File: src/rtl/smp_pkg.sv
// Package: shared types for the sampling converter host controller.
// Assumes nothing beyond its users agreeing on the state encoding.
package smp_pkg;

    // Phases of one sample sequence.
    typedef enum logic [2:0] {
        ST_IDLE    = 3'd0,
        ST_START   = 3'd1,
        ST_WAIT_HI = 3'd2,
        ST_WAIT_LO = 3'd3,
        ST_READ    = 3'd4,
        ST_WAKE    = 3'd5
    } seq_state_t;

endpackage

File: src/rtl/smp_sync.sv
// Module: smp_sync
// Brings an asynchronous level into the clock domain through a chain of
// STAGES flops. Assumes the input changes slowly relative to clk, as a
// converter busy line does; STAGES picks the chain length (1 or more).
module smp_sync #(
    parameter int STAGES = 2
) (
    input  logic clk,
    input  logic rst_n,
    input  logic d_i,
    output logic q_o
);

    logic [STAGES-1:0] chain;

    generate
        if (STAGES == 1) begin : g_single
            // Single register stage.
            always_ff @(posedge clk) begin
                if (!rst_n) chain <= '0;
                else        chain <= d_i;
            end
        end else begin : g_multi
            // Shift the level through the chain.
            always_ff @(posedge clk) begin
                if (!rst_n) chain <= '0;
                else        chain <= {chain[STAGES-2:0], d_i};
            end
        end
    endgenerate

    assign q_o = chain[STAGES-1];

endmodule

File: src/rtl/smp_tick.sv
// Module: smp_tick
// Periodic request generator: while en_i is high it emits a one-cycle
// pulse every rate_i+1 cycles. Dropping en_i clears the count, so the
// first pulse after enabling comes rate_i+1 cycles later.
module smp_tick #(
    parameter int CNT_W = 16
) (
    input  logic             clk,
    input  logic             rst_n,
    input  logic             en_i,
    input  logic [CNT_W-1:0] rate_i,
    output logic             tick_o
);

    logic [CNT_W-1:0] cnt;

    // Count up to rate_i, pulse, and wrap.
    always_ff @(posedge clk) begin
        if (!rst_n || !en_i) begin
            cnt    <= '0;
            tick_o <= 1'b0;
        end else if (cnt == rate_i) begin
            cnt    <= '0;
            tick_o <= 1'b1;
        end else begin
            cnt    <= cnt + 1'b1;
            tick_o <= 1'b0;
        end
    end

endmodule

File: src/rtl/smp_seq.sv
// Module: smp_seq
// Sequencer for one conversion: start pulse, busy rise/fall tracking
// with watchdog, strobed read with access wait, output stream register,
// and the wake-up wait after a power-save conversion.
// Assumes busy_i is already synchronous. Mode and access settings are
// latched when a sequence starts and hold for that whole sequence.
module smp_seq
    import smp_pkg::*;
#(
    parameter int DW        = 12,
    parameter int CNT_W     = 16,
    parameter int ACC_W     = 4,
    parameter int CNV_LOW   = 2,
    parameter int WAKE_PART = 50,
    parameter int WAKE_FULL = 1000
) (
    input  logic             clk,
    input  logic             rst_n,
    input  logic             req_i,
    input  logic             pwr_save_i,
    input  logic             deep_i,
    input  logic [ACC_W-1:0] acc_i,
    input  logic [CNT_W-1:0] tmo_i,
    input  logic             busy_i,
    input  logic [DW-1:0]    data_i,
    input  logic             s_ready_i,
    output logic             cnv_n_o,
    output logic             strb_n_o,
    output logic             s_valid_o,
    output logic [DW-1:0]    s_data_o,
    output logic             err_o
);

    localparam logic [CNT_W-1:0] START_LAST = CNT_W'(CNV_LOW - 1);
    localparam logic [CNT_W-1:0] WP_LAST    = CNT_W'(WAKE_PART - 1);
    localparam logic [CNT_W-1:0] WF_LAST    = CNT_W'(WAKE_FULL - 1);

    seq_state_t       state;
    logic [CNT_W-1:0] cnt;
    logic             pwr_q;
    logic             deep_q;
    logic [ACC_W-1:0] acc_q;
    logic [CNT_W-1:0] wake_last;
    logic [CNT_W-1:0] acc_last;

    // Wake wait length and access wait limit for the latched settings.
    always_comb begin
        wake_last = deep_q ? WF_LAST : WP_LAST;
        acc_last  = CNT_W'(acc_q);
    end

    // Main sequencer: one state register, one shared phase counter.
    always_ff @(posedge clk) begin
        if (!rst_n) begin
            state     <= ST_IDLE;
            cnt       <= '0;
            cnv_n_o   <= 1'b1;
            strb_n_o  <= 1'b1;
            s_valid_o <= 1'b0;
            s_data_o  <= '0;
            err_o     <= 1'b0;
            pwr_q     <= 1'b0;
            deep_q    <= 1'b0;
            acc_q     <= '0;
        end else begin
            err_o <= 1'b0;
            if (s_valid_o && s_ready_i) s_valid_o <= 1'b0;
            case (state)
                ST_IDLE: begin
                    if (req_i && !s_valid_o) begin
                        cnv_n_o <= 1'b0;
                        cnt     <= '0;
                        pwr_q   <= pwr_save_i;
                        deep_q  <= deep_i;
                        acc_q   <= acc_i;
                        state   <= ST_START;
                    end
                end
                ST_START: begin
                    if (cnt == START_LAST) begin
                        if (!pwr_q) cnv_n_o <= 1'b1;
                        cnt   <= '0;
                        state <= ST_WAIT_HI;
                    end else begin
                        cnt <= cnt + 1'b1;
                    end
                end
                ST_WAIT_HI: begin
                    if (busy_i) begin
                        cnt   <= '0;
                        state <= ST_WAIT_LO;
                    end else if (cnt == tmo_i) begin
                        err_o   <= 1'b1;
                        cnv_n_o <= 1'b1;
                        cnt     <= '0;
                        state   <= pwr_q ? ST_WAKE : ST_IDLE;
                    end else begin
                        cnt <= cnt + 1'b1;
                    end
                end
                ST_WAIT_LO: begin
                    if (!busy_i) begin
                        strb_n_o <= 1'b0;
                        cnt      <= '0;
                        state    <= ST_READ;
                    end else if (cnt == tmo_i) begin
                        err_o   <= 1'b1;
                        cnv_n_o <= 1'b1;
                        cnt     <= '0;
                        state   <= pwr_q ? ST_WAKE : ST_IDLE;
                    end else begin
                        cnt <= cnt + 1'b1;
                    end
                end
                ST_READ: begin
                    if (cnt == acc_last) begin
                        s_data_o  <= data_i;
                        s_valid_o <= 1'b1;
                        strb_n_o  <= 1'b1;
                        cnt       <= '0;
                        if (pwr_q) begin
                            cnv_n_o <= 1'b1;
                            state   <= ST_WAKE;
                        end else begin
                            state <= ST_IDLE;
                        end
                    end else begin
                        cnt <= cnt + 1'b1;
                    end
                end
                ST_WAKE: begin
                    if (cnt == wake_last) begin
                        cnt   <= '0;
                        state <= ST_IDLE;
                    end else begin
                        cnt <= cnt + 1'b1;
                    end
                end
                default: begin
                    cnv_n_o  <= 1'b1;
                    strb_n_o <= 1'b1;
                    cnt      <= '0;
                    state    <= ST_IDLE;
                end
            endcase
        end
    end

endmodule

File: src/rtl/smp_host_ctrl.sv
// Module: smp_host_ctrl (top)
// Host-side controller for a parallel sampling converter. It merges
// trigger and periodic requests, synchronizes the converter's busy line
// and runs the conversion/read sequence. Chip select and read are driven
// as one strobe. Assumes data_i is stable once the access wait has passed.
module smp_host_ctrl #(
    parameter int DW          = 12,
    parameter int CNT_W       = 16,
    parameter int ACC_W       = 4,
    parameter int CNV_LOW     = 2,
    parameter int WAKE_PART   = 50,
    parameter int WAKE_FULL   = 1000,
    parameter int SYNC_STAGES = 2
) (
    input  logic             clk,
    input  logic             rst_n,
    input  logic             trig_i,
    input  logic             auto_en_i,
    input  logic [CNT_W-1:0] rate_i,
    input  logic             pwr_save_i,
    input  logic             deep_i,
    input  logic [ACC_W-1:0] acc_i,
    input  logic [CNT_W-1:0] tmo_i,
    output logic             cnv_n_o,
    output logic             cs_n_o,
    output logic             rd_n_o,
    input  logic             busy_i,
    input  logic [DW-1:0]    data_i,
    output logic             s_valid_o,
    output logic [DW-1:0]    s_data_o,
    input  logic             s_ready_i,
    output logic             err_o
);

    logic busy_q;
    logic tick;
    logic req;
    logic strb_n;

    smp_sync #(.STAGES(SYNC_STAGES)) u_busy_sync (
        .clk   (clk),
        .rst_n (rst_n),
        .d_i   (busy_i),
        .q_o   (busy_q)
    );

    smp_tick #(.CNT_W(CNT_W)) u_tick (
        .clk    (clk),
        .rst_n  (rst_n),
        .en_i   (auto_en_i),
        .rate_i (rate_i),
        .tick_o (tick)
    );

    // Either source may request a sample.
    always_comb req = trig_i | tick;

    smp_seq #(
        .DW        (DW),
        .CNT_W     (CNT_W),
        .ACC_W     (ACC_W),
        .CNV_LOW   (CNV_LOW),
        .WAKE_PART (WAKE_PART),
        .WAKE_FULL (WAKE_FULL)
    ) u_seq (
        .clk        (clk),
        .rst_n      (rst_n),
        .req_i      (req),
        .pwr_save_i (pwr_save_i),
        .deep_i     (deep_i),
        .acc_i      (acc_i),
        .tmo_i      (tmo_i),
        .busy_i     (busy_q),
        .data_i     (data_i),
        .s_ready_i  (s_ready_i),
        .cnv_n_o    (cnv_n_o),
        .strb_n_o   (strb_n),
        .s_valid_o  (s_valid_o),
        .s_data_o   (s_data_o),
        .err_o      (err_o)
    );

    // Both strobes move together.
    always_comb begin
        cs_n_o = strb_n;
        rd_n_o = strb_n;
    end

endmodule

File: config.mk
export PLATFORM = sky130hd
export DESIGN_NAME = smp_host_ctrl
export DESIGN_NICKNAME = d
export VERILOG_FILES = /design/src/rtl/smp_pkg.sv /design/src/rtl/smp_sync.sv /design/src/rtl/smp_tick.sv /design/src/rtl/smp_seq.sv /design/src/rtl/smp_host_ctrl.sv
export SDC_FILE = /design/constraint.sdc
export NUM_CORES = 1
export LEC_CHECK = 0
export BUFFER_PORTS_ARGS = -buffer_cell sky130_fd_sc_hd__buf_2
export CORE_AREA = 10 10 79 115
export CTS_CLUSTER_SIZE = 24
export DETAILED_ROUTE_END_ITERATION = 7
export DIE_AREA = 0 0 89 125
export GPL_TIMING_DRIVEN = 0
export PLACE_DENSITY_LB_ADDON = 0.15
export SLEW_MARGIN = 20
export SYNTH_ARGS = -nofsm -noshare
export SYNTH_HDL_FRONTEND = slang
export SYNTH_SLANG_ARGS = --single-unit
File: constraint.sdc
create_clock -name clk -period 2.75 [get_ports clk]
set_clock_uncertainty 0.1 [all_clocks]
set_input_delay 0.55 -clock clk [delete_from_list [all_inputs] [get_ports clk]]
set_output_delay 0.55 -clock clk [all_outputs]
set_load 0.05 [all_outputs]
==> out/metrics.yaml <==
vias: 3110
std_cell_rows: 38
design.final.nets: 546
initial_utilization_pct: 47.1
grt_first_pass_wirelength_um: 14700
hold_ws_ns: 0.306
drt.antenna.violating_nets: 0
layout.cells.most_common_list: "sky130_fd_sc_hd__buf_2 (73), sky130_fd_sc_hd__dfxtp_1 (57), sky130_fd_sc_hd__nor2_1 (55)"
place.port_buffers: 72
grt_max_degree: 12
floorplan.die.height_um: 125
htree_num_levels: 3
total_switching_power_uw: 934
crit_path_max_fanout: 10
vias_per_cell: 5.44
area_delta_synth_final_pct: 22.0
power.sequential.fraction_pct: 36.9
totalWireLength_um: 8910
run_status: "complete, no violations"
tmin_final_ns: 2.69
report.final.hold_viol_count: 0
antenna_cells_inserted: 0
mappedNetlistArea_mm2: 0.00334
ir_worst_vdd_mv: 0.414
max_clock_buf_depth: 2
setup.worst_path.end_class: "flip-flop"
placeableCoreArea_mm2: 0.00708
number_of_global_route_vias_before_repair: 3173
pre_cts_slack_ns: -0.132
timing.final.max_slew_violations: 0
layout_commonest_cell: "sky130_fd_sc_hd__buf_2"
die_area_mm2: 0.0111
globalRoute.totalOverflow: 0
die_x_um: 89
drt_iter0_drc: 162
cts.root.buffer_cell: "sky130_fd_sc_hd__clkbuf_8"
crit_required_ns: 2.86
detail_route.drc_violations: 0
ys.warnings.count: 0
arrival_time_at_the_worst_endpoint_ns: 2.80
power.share.switching_pct: 35.3
clk_latency_ns: 0.35
antenna_violations_before_repair: 0
clk_pin_slew_worst_paths_ns: 0.07
drtPass1Iterations: 4
worstHoldPathType: "primary input to flip-flop"
timing.final.setup_violations: 0
sinks_on_clock_net: 60
power_leakage_uw: 0.00177
critPathLaunchType: "flip-flop"
drv.max_cap_violation_count: 0
syn_area_per_cell_um2: 8.30
layout.core_utilization_pct: 57.5
finalWeightedCongestion: 0.803
timing_worst_slew_pin_value_ns: 0.555
detailed_place_hpwl_um: 6580
power.total_uw: 2650
yosys_register_bits: 60
critical_path_class: "flip-flop to flip-flop"
async_reset_ff_share_pct: 0
timing.setup.tns_ns: 0
synthCells: 402
ioPinCount: 73
max_freq_ghz: 0.372
cts_tree: "done"
power.internal_uw: 1710
power.share.combinational_pct: 32.1
synth_edf_count: 0
drive_above_1_share_pct: 24.0
ys.flop_type: "sky130_fd_sc_hd__dfxtp_1"
synth.distinct_cells: 51
power_density_mw_per_mm2: 649
mappedNetlistNets: 461
wl_per_cell_um: 15.6
total_clock_buffers_created_by_cts: 9
ctsHoldBuffers: 0
worst_slack_ns: 0.0598
max-slew-margin-rel_pct: 63.0
timing.final.crit_share_pct: 97.8
clock_power_share_pct: 31.0
grt_setup_unrepaired: "no"
grt_overall_usage_pct: 16.6
synth-seq-area-share_pct: 36.0
layout make-up:
cell class | count | area (µm²)
fill | 661 | 3010
multi-input combinational | 304 | 2010
sequential | 60 | 1200
timing repair buffer | 74 | 379
clock buffer | 12 | 155
buffer | 30 | 149
tap | 80 | 100
clock inverter | 4 | 47.5
inverter | 8 | 30.0
metrics by stage:
stage,area [µm²],std cells
after global placement,3800,554
after detailed placement,3800,554
after global routing,4070,572
after floorplan,3340,402
final,4070,572
after CTS,4030,572
power by group through the flow:
stage | Combinational [µW] | Sequential [µW] | Clock (µW)
after floorplan | 518 | 1030 | 0
after global placement | 768 | 990 | 0
after detailed placement | 776 | 991 | 0
after CTS | 798 | 973 | 842
after global routing | 921 | 984 | 868
final | 850 | 975 | 820
Yosys cell counts, types with 4 or more instances:
master                     number  share of area (%)
sky130_fd_sc_hd__a21oi_1       16                2.4
sky130_fd_sc_hd__a31oi_1        4               0.75
sky130_fd_sc_hd__and2_1         9                1.7
sky130_fd_sc_hd__and3_1         5               0.94
sky130_fd_sc_hd__clkbuf_1      24                2.7
sky130_fd_sc_hd__dfxtp_1       60                 36
sky130_fd_sc_hd__inv_1          7               0.79
sky130_fd_sc_hd__mux2i_1       19                5.7
sky130_fd_sc_hd__nand2_1       34                3.8
sky130_fd_sc_hd__nand3_1       16                2.4
sky130_fd_sc_hd__nand4_1       10                1.9
sky130_fd_sc_hd__nor2_1        55                6.2
sky130_fd_sc_hd__nor2b_1        8                1.5
sky130_fd_sc_hd__nor3_1        10                1.5
sky130_fd_sc_hd__nor4_1        11                2.1
sky130_fd_sc_hd__o21ai_0        6               0.90
sky130_fd_sc_hd__o22ai_2        8                3.0
sky130_fd_sc_hd__xnor2_1       12                3.1
sky130_fd_sc_hd__xor2_1        39                 10
cell families (layout without fill, tap and decap cells):
group	Yosys count	in the layout	share of synthesized area [%]
xor+xnor	51	51	13.4
mux	20	20	6.03
buf+inv	38	128	5.21
fa+ha+maj	3	3	1.12
flops	60	60	36.0
simple gates	172	172	25.3
compound gates	58	58	12.9
worst paths after layout:
kind	startpoint	cells past startpoint	slack [ns]	endpoint
max	u_seq.cnt[15]	8	0.06	u_seq.cnt[6]
min	busy_i	2	0.31	u_busy_sync.chain[0]
max reg2reg	u_seq.cnt[15]	8	0.06	u_seq.cnt[6]
min reg2reg	u_busy_sync.chain[0]	1	0.34	u_busy_sync.chain[1]
sequential cells by signal (all words and copies together) (netlist names):
name,cells
u_seq.deep_q,1
u_seq.s_data_o,12
u_seq.s_valid_o,1
u_seq.state,3
u_seq.pwr_q,1
u_tick.tick_o,1
u_seq.cnv_n_o,1
u_seq.strb_n_o,1
u_tick.cnt,16
u_seq.err_o,1
u_busy_sync.chain,2
u_seq.cnt,16
u_seq.acc_q,4
worst max-delay path: stages (launching register included):
cell and delay (ns):
sky130_fd_sc_hd__dfxtp_2 0.35, sky130_fd_sc_hd__or4_4 0.53, sky130_fd_sc_hd__or3_4 0.37, sky130_fd_sc_hd__or3_4 0.37, sky130_fd_sc_hd__a32o_2 0.29, sky130_fd_sc_hd__buf_6 0.15
sky130_fd_sc_hd__buf_8 0.15, sky130_fd_sc_hd__o22ai_2 0.15, sky130_fd_sc_hd__a21oi_1 0.08
what timing repair did:
action | 4_1_cts | 5_1_grt
buffers inserted | 1 | 0
gates resized for setup | 4 | 14
endpoints found under the setup margin | 16 | 25
hold endpoints to repair | 0 | 0
pin swaps | 1 | 2
gates cloned | 1 | 0
per-layer routing:
layer | track usage [%] | routed length [µm] | share of wire (%) | vias up
met5 | 0 | 0 | 0 | -
met4 | 8.55 | 256 | 2.9 | 0
met3 | 5.59 | 633 | 7.1 | 19
met2 | 28.1 | 4530 | 51 | 101
met1 | 17.5 | 3490 | 39 | 1427
li1 | - | - | - | 1563
No activity file was read; power rests on OpenSTA's default activity.
